==> config.mk <==
export PLATFORM = sky130hd
export DESIGN_NAME = cpu_bus_decoder
export DESIGN_NICKNAME = d
export VERILOG_FILES = /design/src/rtl/cpu_dec_pkg.sv /design/src/rtl/mem_decoder.sv /design/src/rtl/io_decoder.sv /design/src/rtl/bank_reg.sv /design/src/rtl/irq_latch.sv /design/src/rtl/cpu_bus_decoder.sv
export SDC_FILE = /design/constraint.sdc
export NUM_CORES = 1
export LEC_CHECK = 0
export BUFFER_PORTS_ARGS = -buffer_cell sky130_fd_sc_hd__buf_2
export CAP_MARGIN = 20
export CORE_UTILIZATION = 29
export DETAILED_ROUTE_END_ITERATION = 6
export PLACE_DENSITY = 0.85
export SLEW_MARGIN = 30
export SYNTH_ARGS = -nofsm -noshare
export SYNTH_HDL_FRONTEND = slang
export SYNTH_HIERARCHICAL = 1
export SYNTH_SLANG_ARGS = --single-unit
==> constraint.sdc <==
create_clock -name clk_i -period 0.95 [get_ports clk_i]
set_input_delay 0.0475 -clock clk_i [delete_from_list [all_inputs] [get_ports clk_i]]
set_output_delay 0.0475 -clock clk_i [all_outputs]
set_load 0.02 [all_outputs]
==> src/rtl/cpu_dec_pkg.sv <==
package cpu_dec_pkg;

  typedef struct packed {
    logic rom_fix;
    logic rom_bank;
    logic wram;
    logic pal_lo;
    logic pal_hi;
    logic tile_lo;
    logic tile_hi;
    logic color;
    logic hole;
  } mem_sel_t;

  localparam int unsigned FIX_END   = 32'h8000;
  localparam int unsigned WIN_END   = 32'hC000;
  localparam int unsigned WRAM_END  = 32'hC800;
  localparam int unsigned PLO_END   = 32'hCC00;
  localparam int unsigned PHI_END   = 32'hD000;
  localparam int unsigned TLO_END   = 32'hD800;
  localparam int unsigned THI_END   = 32'hE000;
  localparam int unsigned COL_END   = 32'hE800;

  localparam int unsigned N_DSW     = 4;
  localparam int unsigned N_INP     = 3;

endpackage

==> src/rtl/mem_decoder.sv <==
module mem_decoder
  import cpu_dec_pkg::*;
#(
  parameter int unsigned ADDR_W   = 16,
  parameter int unsigned ROM_AW   = 18,
  parameter int unsigned BANK_W   = 3,
  parameter int unsigned WIN_AW   = 14,
  parameter int unsigned ROM_BASE = 32'h10000
) (
  input  logic [ADDR_W-1:0] addr_i,
  input  logic              rd_i,
  input  logic              wr_i,
  input  logic [BANK_W-1:0] bank_i,
  output mem_sel_t          sel_o,
  output logic [ROM_AW-1:0] rom_addr_o
);

  localparam int unsigned FIX_AW = ADDR_W - 1;

  logic        acc;
  int unsigned a;

  assign acc = rd_i | wr_i;
  assign a   = 32'(addr_i);

  always_comb begin
    sel_o         = '0;
    sel_o.rom_fix = rd_i && (a < FIX_END);
    sel_o.rom_bank= rd_i && (a >= FIX_END)  && (a < WIN_END);
    sel_o.wram    = acc  && (a >= WIN_END)  && (a < WRAM_END);
    sel_o.pal_lo  = acc  && (a >= WRAM_END) && (a < PLO_END);
    sel_o.pal_hi  = acc  && (a >= PLO_END)  && (a < PHI_END);
    sel_o.tile_lo = acc  && (a >= PHI_END)  && (a < TLO_END);
    sel_o.tile_hi = acc  && (a >= TLO_END)  && (a < THI_END);
    sel_o.color   = acc  && (a >= THI_END)  && (a < COL_END);
    sel_o.hole    = rd_i && (a >= COL_END);
  end

  logic [ROM_AW-1:0] win_addr, fix_addr;
  assign win_addr = ROM_AW'(ROM_BASE) + (ROM_AW'(bank_i) << WIN_AW)
                  + ROM_AW'(addr_i[WIN_AW-1:0]);
  assign fix_addr = ROM_AW'(addr_i[FIX_AW-1:0]);
  assign rom_addr_o = sel_o.rom_bank ? win_addr : fix_addr;

  // decoded regions never overlap
  always_comb begin
    a_sel_onehot_r12: assert ($onehot0(sel_o))
      else $error("memory selects overlap");
    // window accesses land at or above the banked base
    if (sel_o.rom_bank)
      a_win_base_r2: assert (32'(rom_addr_o) >= ROM_BASE)
        else $error("window address below base");
  end

endmodule

==> src/rtl/io_decoder.sv <==
module io_decoder
  import cpu_dec_pkg::*;
#(
  parameter int unsigned IO_AW    = 16,
  parameter int unsigned DEC_W    = 8,
  parameter logic [7:0]  BANK_PORT= 8'hA0,
  parameter logic [7:0]  SND_PORT = 8'h40,
  parameter logic [7:0]  DSW_STEP = 8'h20
) (
  input  logic [IO_AW-1:0] addr_i,
  input  logic             rd_i,
  input  logic             wr_i,
  output logic [N_DSW-1:0] dsw_rd_o,
  output logic [N_INP-1:0] in_rd_o,
  output logic             snd_wr_o,
  output logic             snd_a0_o,
  output logic             bank_we_o
);

  localparam logic [7:0] INP_PORT [N_INP] = '{8'h80, 8'hA0, 8'hE0};

  logic [DEC_W-1:0] lo;
  logic             unused_io_hi;

  assign lo           = addr_i[DEC_W-1:0];
  assign unused_io_hi = ^addr_i[IO_AW-1:DEC_W];

  for (genvar k = 0; k < N_DSW; k++) begin : g_dsw
    assign dsw_rd_o[k] = rd_i && (lo == DEC_W'(DSW_STEP * k));
  end

  for (genvar k = 0; k < N_INP; k++) begin : g_inp
    assign in_rd_o[k] = rd_i && (lo == DEC_W'(INP_PORT[k]));
  end

  assign snd_wr_o  = wr_i && (lo[DEC_W-1:1] == SND_PORT[DEC_W-1:1]);
  assign snd_a0_o  = lo[0];
  assign bank_we_o = wr_i && (lo == DEC_W'(BANK_PORT));

  // one read strobe at a time
  always_comb begin
    a_rd_onehot_r9: assert ($onehot0({dsw_rd_o, in_rd_o}))
      else $error("io read strobes overlap");
    a_wr_excl_r10: assert (!(snd_wr_o && bank_we_o))
      else $error("sound and bank writes overlap");
  end

endmodule

==> src/rtl/bank_reg.sv <==
module bank_reg #(
  parameter int unsigned BANK_W = 3,
  parameter int unsigned DATA_W = 8
) (
  input  logic              clk_i,
  input  logic              rst_ni,
  input  logic              we_i,
  input  logic [DATA_W-1:0] wdata_i,
  output logic [BANK_W-1:0] bank_o
);

  logic unused_wdata_hi;
  assign unused_wdata_hi = ^wdata_i[DATA_W-1:BANK_W];

  always_ff @(posedge clk_i or negedge rst_ni) begin
    if (!rst_ni)   bank_o <= '0;
    else if (we_i) bank_o <= wdata_i[BANK_W-1:0];
  end

  p_bank_hold_r3: assert property (@(posedge clk_i) disable iff (!rst_ni)
    !we_i |=> $stable(bank_o));
  p_bank_load_r3: assert property (@(posedge clk_i) disable iff (!rst_ni)
    we_i |=> bank_o == $past(wdata_i[BANK_W-1:0]));

endmodule

==> src/rtl/irq_latch.sv <==
module irq_latch (
  input  logic clk_i,
  input  logic rst_ni,
  input  logic vblank_i,
  input  logic ack_i,
  output logic irq_o
);

  logic vb_q, rise;
  assign rise = vblank_i & ~vb_q;

  always_ff @(posedge clk_i or negedge rst_ni) begin
    if (!rst_ni) begin
      vb_q  <= 1'b0;
      irq_o <= 1'b0;
    end else begin
      vb_q <= vblank_i;
      if (rise)       irq_o <= 1'b1;
      else if (ack_i) irq_o <= 1'b0;
    end
  end

  p_irq_set_r11: assert property (@(posedge clk_i) disable iff (!rst_ni)
    rise |=> irq_o);
  p_irq_hold_r11: assert property (@(posedge clk_i) disable iff (!rst_ni)
    irq_o && !ack_i |=> irq_o);
  p_irq_clr_r11: assert property (@(posedge clk_i) disable iff (!rst_ni)
    ack_i && !rise |=> !irq_o);

endmodule

==> src/rtl/cpu_bus_decoder.sv <==
module cpu_bus_decoder
  import cpu_dec_pkg::*;
#(
  parameter int unsigned ADDR_W   = 16,
  parameter int unsigned IO_AW    = 16,
  parameter int unsigned DATA_W   = 8,
  parameter int unsigned BANK_W   = 3,
  parameter int unsigned WIN_AW   = 14,
  parameter int unsigned ROM_BASE = 32'h10000,
  parameter int unsigned ROM_AW   = $clog2(ROM_BASE + (1 << (WIN_AW + BANK_W)))
) (
  input  logic              clk_i,
  input  logic              rst_ni,
  input  logic [ADDR_W-1:0] mem_addr_i,
  input  logic              mem_rd_i,
  input  logic              mem_wr_i,
  input  logic [IO_AW-1:0]  io_addr_i,
  input  logic              io_rd_i,
  input  logic              io_wr_i,
  input  logic [DATA_W-1:0] io_wdata_i,
  input  logic              vblank_i,
  input  logic              irq_ack_i,
  output logic              rom_fix_cs_o,
  output logic              rom_bank_cs_o,
  output logic [ROM_AW-1:0] rom_addr_o,
  output logic              wram_cs_o,
  output logic              pal_lo_cs_o,
  output logic              pal_hi_cs_o,
  output logic              tile_lo_cs_o,
  output logic              tile_hi_cs_o,
  output logic              color_cs_o,
  output logic              hole_rd_o,
  output logic [N_DSW-1:0]  dsw_rd_o,
  output logic [N_INP-1:0]  in_rd_o,
  output logic              snd_wr_o,
  output logic              snd_a0_o,
  output logic [BANK_W-1:0] bank_o,
  output logic              irq_o
);

  mem_sel_t sel;
  logic     bank_we;

  mem_decoder #(
    .ADDR_W(ADDR_W), .ROM_AW(ROM_AW), .BANK_W(BANK_W),
    .WIN_AW(WIN_AW), .ROM_BASE(ROM_BASE)
  ) u_mem (
    .addr_i(mem_addr_i), .rd_i(mem_rd_i), .wr_i(mem_wr_i),
    .bank_i(bank_o), .sel_o(sel), .rom_addr_o(rom_addr_o)
  );

  io_decoder #(.IO_AW(IO_AW)) u_io (
    .addr_i(io_addr_i), .rd_i(io_rd_i), .wr_i(io_wr_i),
    .dsw_rd_o(dsw_rd_o), .in_rd_o(in_rd_o),
    .snd_wr_o(snd_wr_o), .snd_a0_o(snd_a0_o), .bank_we_o(bank_we)
  );

  bank_reg #(.BANK_W(BANK_W), .DATA_W(DATA_W)) u_bank (
    .clk_i(clk_i), .rst_ni(rst_ni), .we_i(bank_we),
    .wdata_i(io_wdata_i), .bank_o(bank_o)
  );

  irq_latch u_irq (
    .clk_i(clk_i), .rst_ni(rst_ni), .vblank_i(vblank_i),
    .ack_i(irq_ack_i), .irq_o(irq_o)
  );

  assign rom_fix_cs_o  = sel.rom_fix;
  assign rom_bank_cs_o = sel.rom_bank;
  assign wram_cs_o     = sel.wram;
  assign pal_lo_cs_o   = sel.pal_lo;
  assign pal_hi_cs_o   = sel.pal_hi;
  assign tile_lo_cs_o  = sel.tile_lo;
  assign tile_hi_cs_o  = sel.tile_hi;
  assign color_cs_o    = sel.color;
  assign hole_rd_o     = sel.hole;

  // idle bus drives nothing
  p_idle_quiet_r12: assert property (@(posedge clk_i) disable iff (!rst_ni)
    !(mem_rd_i || mem_wr_i || io_rd_i || io_wr_i) |->
      !(rom_fix_cs_o || rom_bank_cs_o || wram_cs_o || pal_lo_cs_o ||
        pal_hi_cs_o || tile_lo_cs_o || tile_hi_cs_o || color_cs_o ||
        hole_rd_o || snd_wr_o) && dsw_rd_o == '0 && in_rd_o == '0);
  // reading the shared port leaves the bank alone
  p_shared_rd_r4: assert property (@(posedge clk_i) disable iff (!rst_ni)
    in_rd_o[1] && !io_wr_i |=> $stable(bank_o));

endmodule

# Word level (Yosys, flattened, before mapping)
# Cells that the tools add are included.
[word_totals]
regBits = 5
in_bits = 48
out_inout_bits = 40
word_cells = 61
[op_classes]
n_addsub = 2
magnitude_cmp = 16
eq_ne = 7
mux = 3
bitwise_logic = 3
reduce_logical = 27
[ops]
columns = ["cell", "count"]
rows = [
  ["16-bit >= comparator (second input constant)", 8],
  ["16-bit < comparator (second input constant)", 8],
  ["1-bit logical AND", 25],
  ["8-bit == test (second input constant)", 3],
  ["17-bit by 17-bit adder with 18-bit output (first input constant)", 1],
  ["18-bit by 14-bit adder with 18-bit output", 1],
  ["18-bit two-way mux", 1],
  ["8-bit by 7-bit == test with 1-bit output (second input constant)", 2],
  ["8-bit by 6-bit == test with 1-bit output (second input constant)", 1],
  ["8-bit logical NOT", 1],
  ["7-bit by 6-bit == test with 1-bit output (second input constant)", 1],
  ["1-bit two-way mux", 2],
  ["2-bit nonzero test", 1],
  ["1-bit AND", 1],
  ["1-bit inverter", 1],
  ["1-bit OR", 1],
]

# Longest topological paths before layout
# Gate-level depths: netlist (run 1).
[depth]
word_depth = 4
depth_mapped = 3
mapped_depth_nobuf = 3

# By module
# The synthesis (run 1) kept the hierarchy.
[modules_own_cells]
columns = ["module", "instances", "cells_per_inst", "area_each_um2"]
rows = [
  ["mem_decoder", 1, 33, 252.7],
  ["io_decoder", 1, 19, 163.9],
  ["bank_reg", 1, 6, 108.9],
  ["irq_latch", 1, 5, 70.1],
]

# Least setup slack after synthesis (run 1)
# OpenSTA, ideal clock, no wires.
[synth_timing]
kind = "input-to-reg"
from = "input port io_addr_i[1]"
to = "register u_bank.bank_o[0]"
setup_ns = 0.125
arrival_time_ns = 1.213
required_ns = 0.825
path_slack_ns = -0.388
stages = 3
path_buffers = 0
cell_sequence = "or4b_4 -> nor3_2 -> mux2_2"
[synth_between]
elab_chain_cells = 2
[synth_lines]
columns = ["element", "line", "source"]
rows = [
  ["start, declared", "cpu_bus_decoder.sv:17", "input logic [IO_AW-1:0] io_addr_i,"],
  ["8-bit == test", "io_decoder.sv:38", "assign bank_we_o = wr_i && (lo == DEC_W'(BANK_PORT));"],
  ["1-bit logical AND", "io_decoder.sv:38", ""],
  ["net bank_we", "cpu_bus_decoder.sv:42", "logic bank_we;"],
  ["end signal, assigned", "bank_reg.sv:17", "else if (we_i) bank_o <= wdata_i[BANK_W-1:0];"],
  ["end, declared", "bank_reg.sv:9", "output logic [BANK_W-1:0] bank_o"],
]
# The timed path passes the listed nets, and every way through them passes these cells.
# A chain may end at the register's enable or synchronous reset.

# Worst setup path after layout (run 1)
[layout_timing]
from = "input port io_addr_i[4]"
to = "register u_bank.bank_o[1]"
# The elaborated chain is that of the path after synthesis.

==> results of run 1 <==
[flip-flops by register name, summed over array words and instances (netlist names)]
register and cells:
u_bank/bank_o 3, u_irq/irq_o 1, u_irq/vb_q 1
[cells in the mapped netlist]
master and count:
sky130_fd_sc_hd__o211ai_4 1, sky130_fd_sc_hd__nand2b_1 3, sky130_fd_sc_hd__nor4_1 4, sky130_fd_sc_hd__nor3_1 1, sky130_fd_sc_hd__buf_4 15, sky130_fd_sc_hd__or2_2 1, sky130_fd_sc_hd__dfrtp_1 5, sky130_fd_sc_hd__and2_1 2
sky130_fd_sc_hd__nor4_2 2, sky130_fd_sc_hd__buf_2 1, sky130_fd_sc_hd__nor4b_2 2, sky130_fd_sc_hd__nand2_1 2, sky130_fd_sc_hd__mux2_2 3, sky130_fd_sc_hd__o22ai_2 1, sky130_fd_sc_hd__nor2_1 3, sky130_fd_sc_hd__nand4_1 1
sky130_fd_sc_hd__a31o_2 1, sky130_fd_sc_hd__nand3b_1 1, sky130_fd_sc_hd__and3b_1 1, sky130_fd_sc_hd__or4_4 1, sky130_fd_sc_hd__inv_1 2, sky130_fd_sc_hd__or3b_2 1, sky130_fd_sc_hd__nor2b_1 2, sky130_fd_sc_hd__or4b_4 1
sky130_fd_sc_hd__or3b_1 1, sky130_fd_sc_hd__nor3_2 5
[cell type report]
| cell class | count | share of cell area [%] |
|---|---|---|
| Timing Repair Buffer | 71 | 46.6 |
| Multi-Input combinational cell | 40 | 36.3 |
| Sequential cell | 5 | 11.1 |
| Tap cell | 27 | 3.00 |
| Clock buffer | 4 | 2.33 |
| Inverter | 2 | 0.667 |
[metal layers]
metal | track usage (%) | up-vias | wire length, um
li1 | - | 332 | -
met1 | 14.7 | 328 | 601
met2 | 31.0 | 28 | 1030
met3 | 1.15 | 6 | 95
met4 | 8.57 | 0 | 37
met5 | 0 | - | 0
[cell families after synthesis]
kind of cell           Yosys count  share of synthesized area, %
flip-flops                       5                          21.0
multiplexers                     3                          5.67
buffers and inverters           18                          21.0
AO/OA/AOI/OAI                    3                          7.14
AND/OR/NAND/NOR                 34                          45.2
[worst max-delay path by stage]
| stage | endpoint | slack (ns) | cells past startpoint |
|---|---|---|---|
| after floorplan | u_bank/bank_o[0] | -0.31 | 3 |
| after global placement | u_bank/bank_o[1] | -0.40 | 4 |
| after detailed placement | u_bank/bank_o[0] | -0.43 | 4 |
| after CTS | u_bank/bank_o[0] | -0.27 | 5 |
| after global routing | u_bank/bank_o[2] | -0.31 | 5 |
| final | u_bank/bank_o[1] | -0.28 | 5 |
[critical path, stage by stage]
cell and delay (ns):
sky130_fd_sc_hd__buf_6 0.09, sky130_fd_sc_hd__or4b_4 0.54, sky130_fd_sc_hd__buf_4 0.16, sky130_fd_sc_hd__nor3_4 0.16, sky130_fd_sc_hd__mux2_2 0.36
[stage by stage]
stage	instance area [um2]	utilization (%)	std cells	hold WS, ns	setup slack, ns
after floorplan	639	-	63	-0.248	-0.312
after global placement	886	45.6	136	-0.139	-0.401
after detailed placement	886	45.6	136	-0.134	-0.429
after CTS	1100	56.8	149	0.0366	-0.271
after global routing	1130	58.0	149	0.0345	-0.307
final	1130	58.0	149	0.0466	-0.278
[power groups by stage]
stage,clock [uW],sequential [uW],combinational (uW)
3_3_place_gp,0,237,260
4_1_cts,258,233,326
3_5_place_dp,0,238,268
5_1_grt,275,236,360
2_1_floorplan,0,248,186
6_report,247,234,337
[cells in the final DEF (no fill, tap or decap), drive strengths merged]
master / synthesis / routed
inv: 2 / 2
o211ai: 1 / 1
and2: 2 / 2
nor4: 6 / 6
nand4: 1 / 1
or4b: 1 / 1
nand3b: 1 / 1
o22ai: 1 / 1
buf: 16 / 68
dlygate4sd3: 0 / 3
a31o: 1 / 1
nor2b: 2 / 2
nand2b: 3 / 3
nand2: 2 / 2
or3b: 2 / 2
nor2: 3 / 3
and3b: 1 / 1
nor3: 6 / 6
mux2: 3 / 3
or4: 1 / 1
nor4b: 2 / 2
clkbuf: 0 / 4
or2: 1 / 1
dfrtp: 5 / 5
[repair_timing]
action / 4_1_cts / 5_1_grt
hold buffers: 3 / 0
resized for setup: 31 / 7
buffers inserted: 6 / 0
pin swaps: 8 / 0
hold endpoints to repair: 7 / 0
setup endpoints to repair: 15 / 18
==> results_dict.tcl, run 1 <==
set metrics [dict create \
    worst_pin_slew_ns 0.281 \
    total_grt_usage_pct 15.3 \
    nature_of_the_critical_path_endpoint "flip-flop" \
    holdPathEnd "u_bank/bank_o[2]" \
    timing.reg2reg.worst_path_depth 2 \
    worst-path-max-fanout 3 \
    report.final.slew_viol_count 0 \
    maxClockFrequency_ghz 0.814 \
    dieWidth_um 47.3 \
    vdd_drop_max_mv 0.671 \
    globalRoute.totalOverflow 0 \
    report.final.hold_viol_count 0 \
    slew_headroom_pct 81.2 \
    cp_data_required_time_ns 1.07 \
    maxCapViolCount 0 \
    port_buffers 54 \
    critPathArrivalTime_ns 1.35 \
    path_clk_slew_ns 0.04 \
    total_leakage_power_uw 0.000571 \
    grt_first_pass_wirelength_mm 2.39 \
    launch_point_of_the_critical_path "io_addr_i[4]" \
    nets 171 \
    fin_setup_tns_ns -2.50 \
    synthDistinctLibCells 26 \
    initial_antenna_violation_count 0 \
    synth-seq-cells 5 \
    drt-pass1-iter-count 2 \
    post_route_cells_drive_above_1_share_pct 77.0 \
    timing.final.crit_share_pct 129 \
    syn-num-nets 111 \
    power.share.sequential_pct 28.6 \
    min-delay-path-class "in -> reg" \
    r2r_end "u_bank/bank_o[2]" \
    cts_tree "yes" \
    outcome "finished with violations" \
    start_util_pct 30.7 \
    ys_seq_area_share_pct 21.0 \
    pin_count 88 \
    number_of_instances_on_the_worst_hold_path 2 \
    holdCritStartpoint "io_wdata_i[2]" \
    route.detailed.drc 0 \
    cts.sink_count 5 \
    antenna_violating_nets_post_route 0 \
    design.core.area_um2 1940 \
    grt_setup_unrepaired "yes" \
    dieHeight_um 47.3 \
    detail_route.vias_per_cell 4.66 \
    warnings_synthesis 6 \
    die_area_um2 2240 \
    synth.avg_cell_area_um2 9.45 \
    numCtsBuffers 3 \
    multi_input_area_um2 409 \
    htreeDepth 1 \
    violations "negative setup slack" \
    power.internal_uw 552 \
    type_of_the_worst_setup_path "in -> reg" \
    antenna_cells 0 \
    power-per-cell-area_nw_per_um2 726 \
    timing.final.setup_violations 14 \
    area.growth.synth_to_final_pct 89.1 \
    power.switching_uw 266 \
    ctsLongestPathBuffers 2 \
    critPathLaunchType "input port" \
    sequential_cell_area_um2 125 \
    skew_ns 0.0000926 \
    final_period_minus_worst_setup_slack_ns 1.23 \
    fill_cells 181 \
    wirelength_mm 1.76 \
    number_of_global_route_vias_before_repair 613 \
    place.detailed.hpwl_mm 1.31 \
    worst_r2r_startpoint "u_bank/bank_o[2]" \
    globalplace.congestion 0.685 \
    post_drt_wl_per_cell_um 11.8 \
    comb_power_share_pct 41.2 \
    share_clk_of_total_power_pct 30.2 \
    num_vias 694 \
    rrSetupSlack_ns 0.05 \
    synth_cells 63 \
    clock_insertion_delay_worst_skew_ns 0.24 \
    netSwitchingFraction_pct 32.5 \
    grt_start_max_net_pins 9 \
    synth_area_leader_cell "sky130_fd_sc_hd__dfrtp_1" \
    layout_setup_ws_ns -0.278 \
    synth_area_um2 596 \
    clk_root_buffer_cell "sky130_fd_sc_hd__clkbuf_4" \
    synth_area_leaders "sky130_fd_sc_hd__dfrtp_1 21%, sky130_fd_sc_hd__buf_4 19%, sky130_fd_sc_hd__nor3_2 8.4%" \
    synth_top_cell_area_share_pct 21.0 \
    rows 16 \
    initialDrtViolationCount 2 \
    power.total_uw 818 \
]
(Power assumes the default switching activity.)
==> run 2: changes to the inputs <==
- CORE_UTILIZATION: 29 -> 31
- PLACE_DENSITY: 0.85 -> 0.9
- clock period: 0.95 -> 1.6 ns (I/O delays scaled with it)
==> results_dict.tcl, run 2 (synthesized netlist as in run 1, its figures left out) <==
set metrics [dict create \
    globalplace.congestion 0.699 \
    post_cts_setup_buffers 0 \
    slew_headroom_pct 77.7 \
    wirelength_mm 1.45 \
    largest_register "u_bank/bank_o" \
    fin_util_pct 47.3 \
    clock_insertion_delay_worst_skew_ns 0.24 \
    comb_power_share_pct 33.8 \
    number_of_global_route_vias_before_repair 563 \
    mostFrequentLayoutCells "54 x sky130_fd_sc_hd__buf_2, 5 x sky130_fd_sc_hd__dfrtp_1, 5 x sky130_fd_sc_hd__nor3_2" \
    number_of_instances_on_the_worst_hold_path 2 \
    timing.final.setup_violations 0 \
    initial_antenna_violation_count 0 \
    route.detailed.drc 0 \
    min-delay-path-class "in -> reg" \
    drt-pass1-iter-count 2 \
    critPathArrivalTime_ns 1.24 \
    skew_ns 0.00207 \
    nature_of_the_critical_path_endpoint "output pin" \
    cpPeakStageDelay_ns 0.54 \
    total_grt_usage_pct 14.3 \
    largest_registers "u_bank/bank_o (3), u_irq/irq_o (1), u_irq/vb_q (1)" \
    power.total_uw 423 \
    post_route_cells_drive_above_1_share_pct 72.2 \
    fill_cells 176 \
    critical-path-slowest-cell "sky130_fd_sc_hd__or4b_4" \
    r2r_end "u_bank/bank_o[2]" \
    critical_path.most_common_cell "sky130_fd_sc_hd__buf_2" \
    type_of_the_worst_setup_path "in -> out" \
    final_period_minus_worst_setup_slack_ns 1.32 \
    antenna_violating_nets_post_route 0 \
    post_drt_wl_per_cell_um 10.9 \
    holdCritStartpoint "irq_ack_i" \
    cts.sink_count 5 \
    area.growth.synth_to_final_pct 40.1 \
    total_leakage_power_uw 0.000439 \
    rrSetupSlack_ns 0.82 \
    cts_hold_buffers 2 \
    timing.reg2reg.worst_path_depth 1 \
    post_layout_nonfiller_instances 133 \
    numCtsBuffers 3 \
    maxClockFrequency_ghz 0.759 \
    power.switching_uw 139 \
    port_buffers 54 \
    worst_r2r_startpoint "u_bank/bank_o[2]" \
    maxCapViolCount 0 \
    use_met1_pct 12.2 \
    cell_count_after_placement 127 \
    fin_setup_tns_ns 0 \
    busiest_layer "met2" \
    worst_pin_slew_ns 0.335 \
    cts_tree "yes" \
    worst-path-max-fanout 4 \
    die_area_um2 2100 \
    flip_flop_count_of_the_largest_register_after_layout 3 \
    power.internal_uw 284 \
    layout.cells.most_common "sky130_fd_sc_hd__buf_2" \
    htreeDepth 1 \
    outcome "complete, no violations" \
    critPathLaunchType "input port" \
    num_vias 611 \
    place.detailed.hpwl_mm 1.21 \
    vdd_drop_max_mv 0.630 \
    report.final.slew_viol_count 0 \
    cp_data_required_time_ns 1.52 \
    dieHeight_um 45.8 \
    cp_cell_sequence "buf_2, or4b_4, buf_4, nor3_2, buf_2" \
    grt_start_max_net_pins 9 \
    detail_route.vias_per_cell 4.59 \
    dieWidth_um 45.8 \
    globalRoute.totalOverflow 0 \
    share_clk_of_total_power_pct 33.4 \
    holdPathEnd "u_irq/irq_o" \
    start_util_pct 33.8 \
    gr-usage-met2_pct 28.6 \
    pin_count 88 \
    grt_first_pass_wirelength_mm 2.17 \
    design.core.area_um2 1760 \
    post_cts_resized 0 \
    path_clk_slew_ns 0.04 \
    initialDrtViolationCount 3 \
    gr-usage-met3_pct 3.97 \
    ctsLongestPathBuffers 2 \
    rows 15 \
    power.share.sequential_pct 32.8 \
    nets 157 \
    report.final.hold_viol_count 0 \
    antenna_cells 0 \
    grt_setup_unrepaired "no" \
    power-per-cell-area_nw_per_um2 507 \
    timing.final.crit_share_pct 82.3 \
    netSwitchingFraction_pct 32.8 \
    clk_root_buffer_cell "sky130_fd_sc_hd__clkbuf_4" \
]
-- run 2: changes by cell type in the layout (fill, tap and decap cells not counted), sizes merged --
cell and change:
dlygate4sd3 -1, clkbuf -1, buf -13, clkinv +1
-- run 2: power groups by stage --
stage          Sequential [uW]  Clock, uW  Combinational [uW]
3_3_place_gp               140          0                 135
5_1_grt                    139        164                 154
4_1_cts                    139        149                 144
2_1_floorplan              147          0                 104
6_report                   139        141                 143
3_5_place_dp               141          0                 140
-- run 2: stage by stage --
step / worst slack (ns) / area, um2 / hold slack, ns
2_1_floorplan: 0.230 / 596 / -0.216
3_3_place_gp: 0.105 / 787 / -0.106
3_5_place_dp: 0.0792 / 787 / -0.106
4_1_cts: 0.280 / 835 / 0.0167
5_1_grt: 0.245 / 835 / 0.00625
6_report: 0.283 / 835 / 0.0228
-- run 2: final cells by class --
cell class | instances | area (um2) | area share (%)
timing repair buffer | 57 | 298 | 35.7
tap | 25 | 31.3 | 3.75
clock buffer | 3 | 22.5 | 2.70
clock inverter | 1 | 5.00 | 0.600
sequential | 5 | 125 | 15.0
multi-input combinational | 40 | 345 | 41.4
inverter | 2 | 7.51 | 0.900
-- run 2: layer usage --
layer  wire [um]  share of wire [%]
met2         750                 52
met1         564                 39
met3         128                8.8
met5           0                  0
met4           5               0.35
-- run 2: worst max-delay path by stage --
stage                  endpoint    startpoint
5_1_grt             dsw_rd_o[1]  io_addr_i[1]
2_1_floorplan  u_bank/bank_o[0]  io_addr_i[1]
3_3_place_gp   u_bank/bank_o[1]  io_addr_i[1]
6_report             in_rd_o[2]  io_addr_i[1]
3_5_place_dp   u_bank/bank_o[1]  io_addr_i[1]
4_1_cts              in_rd_o[2]  io_addr_i[1]
-- run 2: worst max-delay path, delay by kind of cell --
family | cells | cell delay [ns]
buffers and inverters | 3 | 0.46
and+or+nand+nor | 2 | 0.68
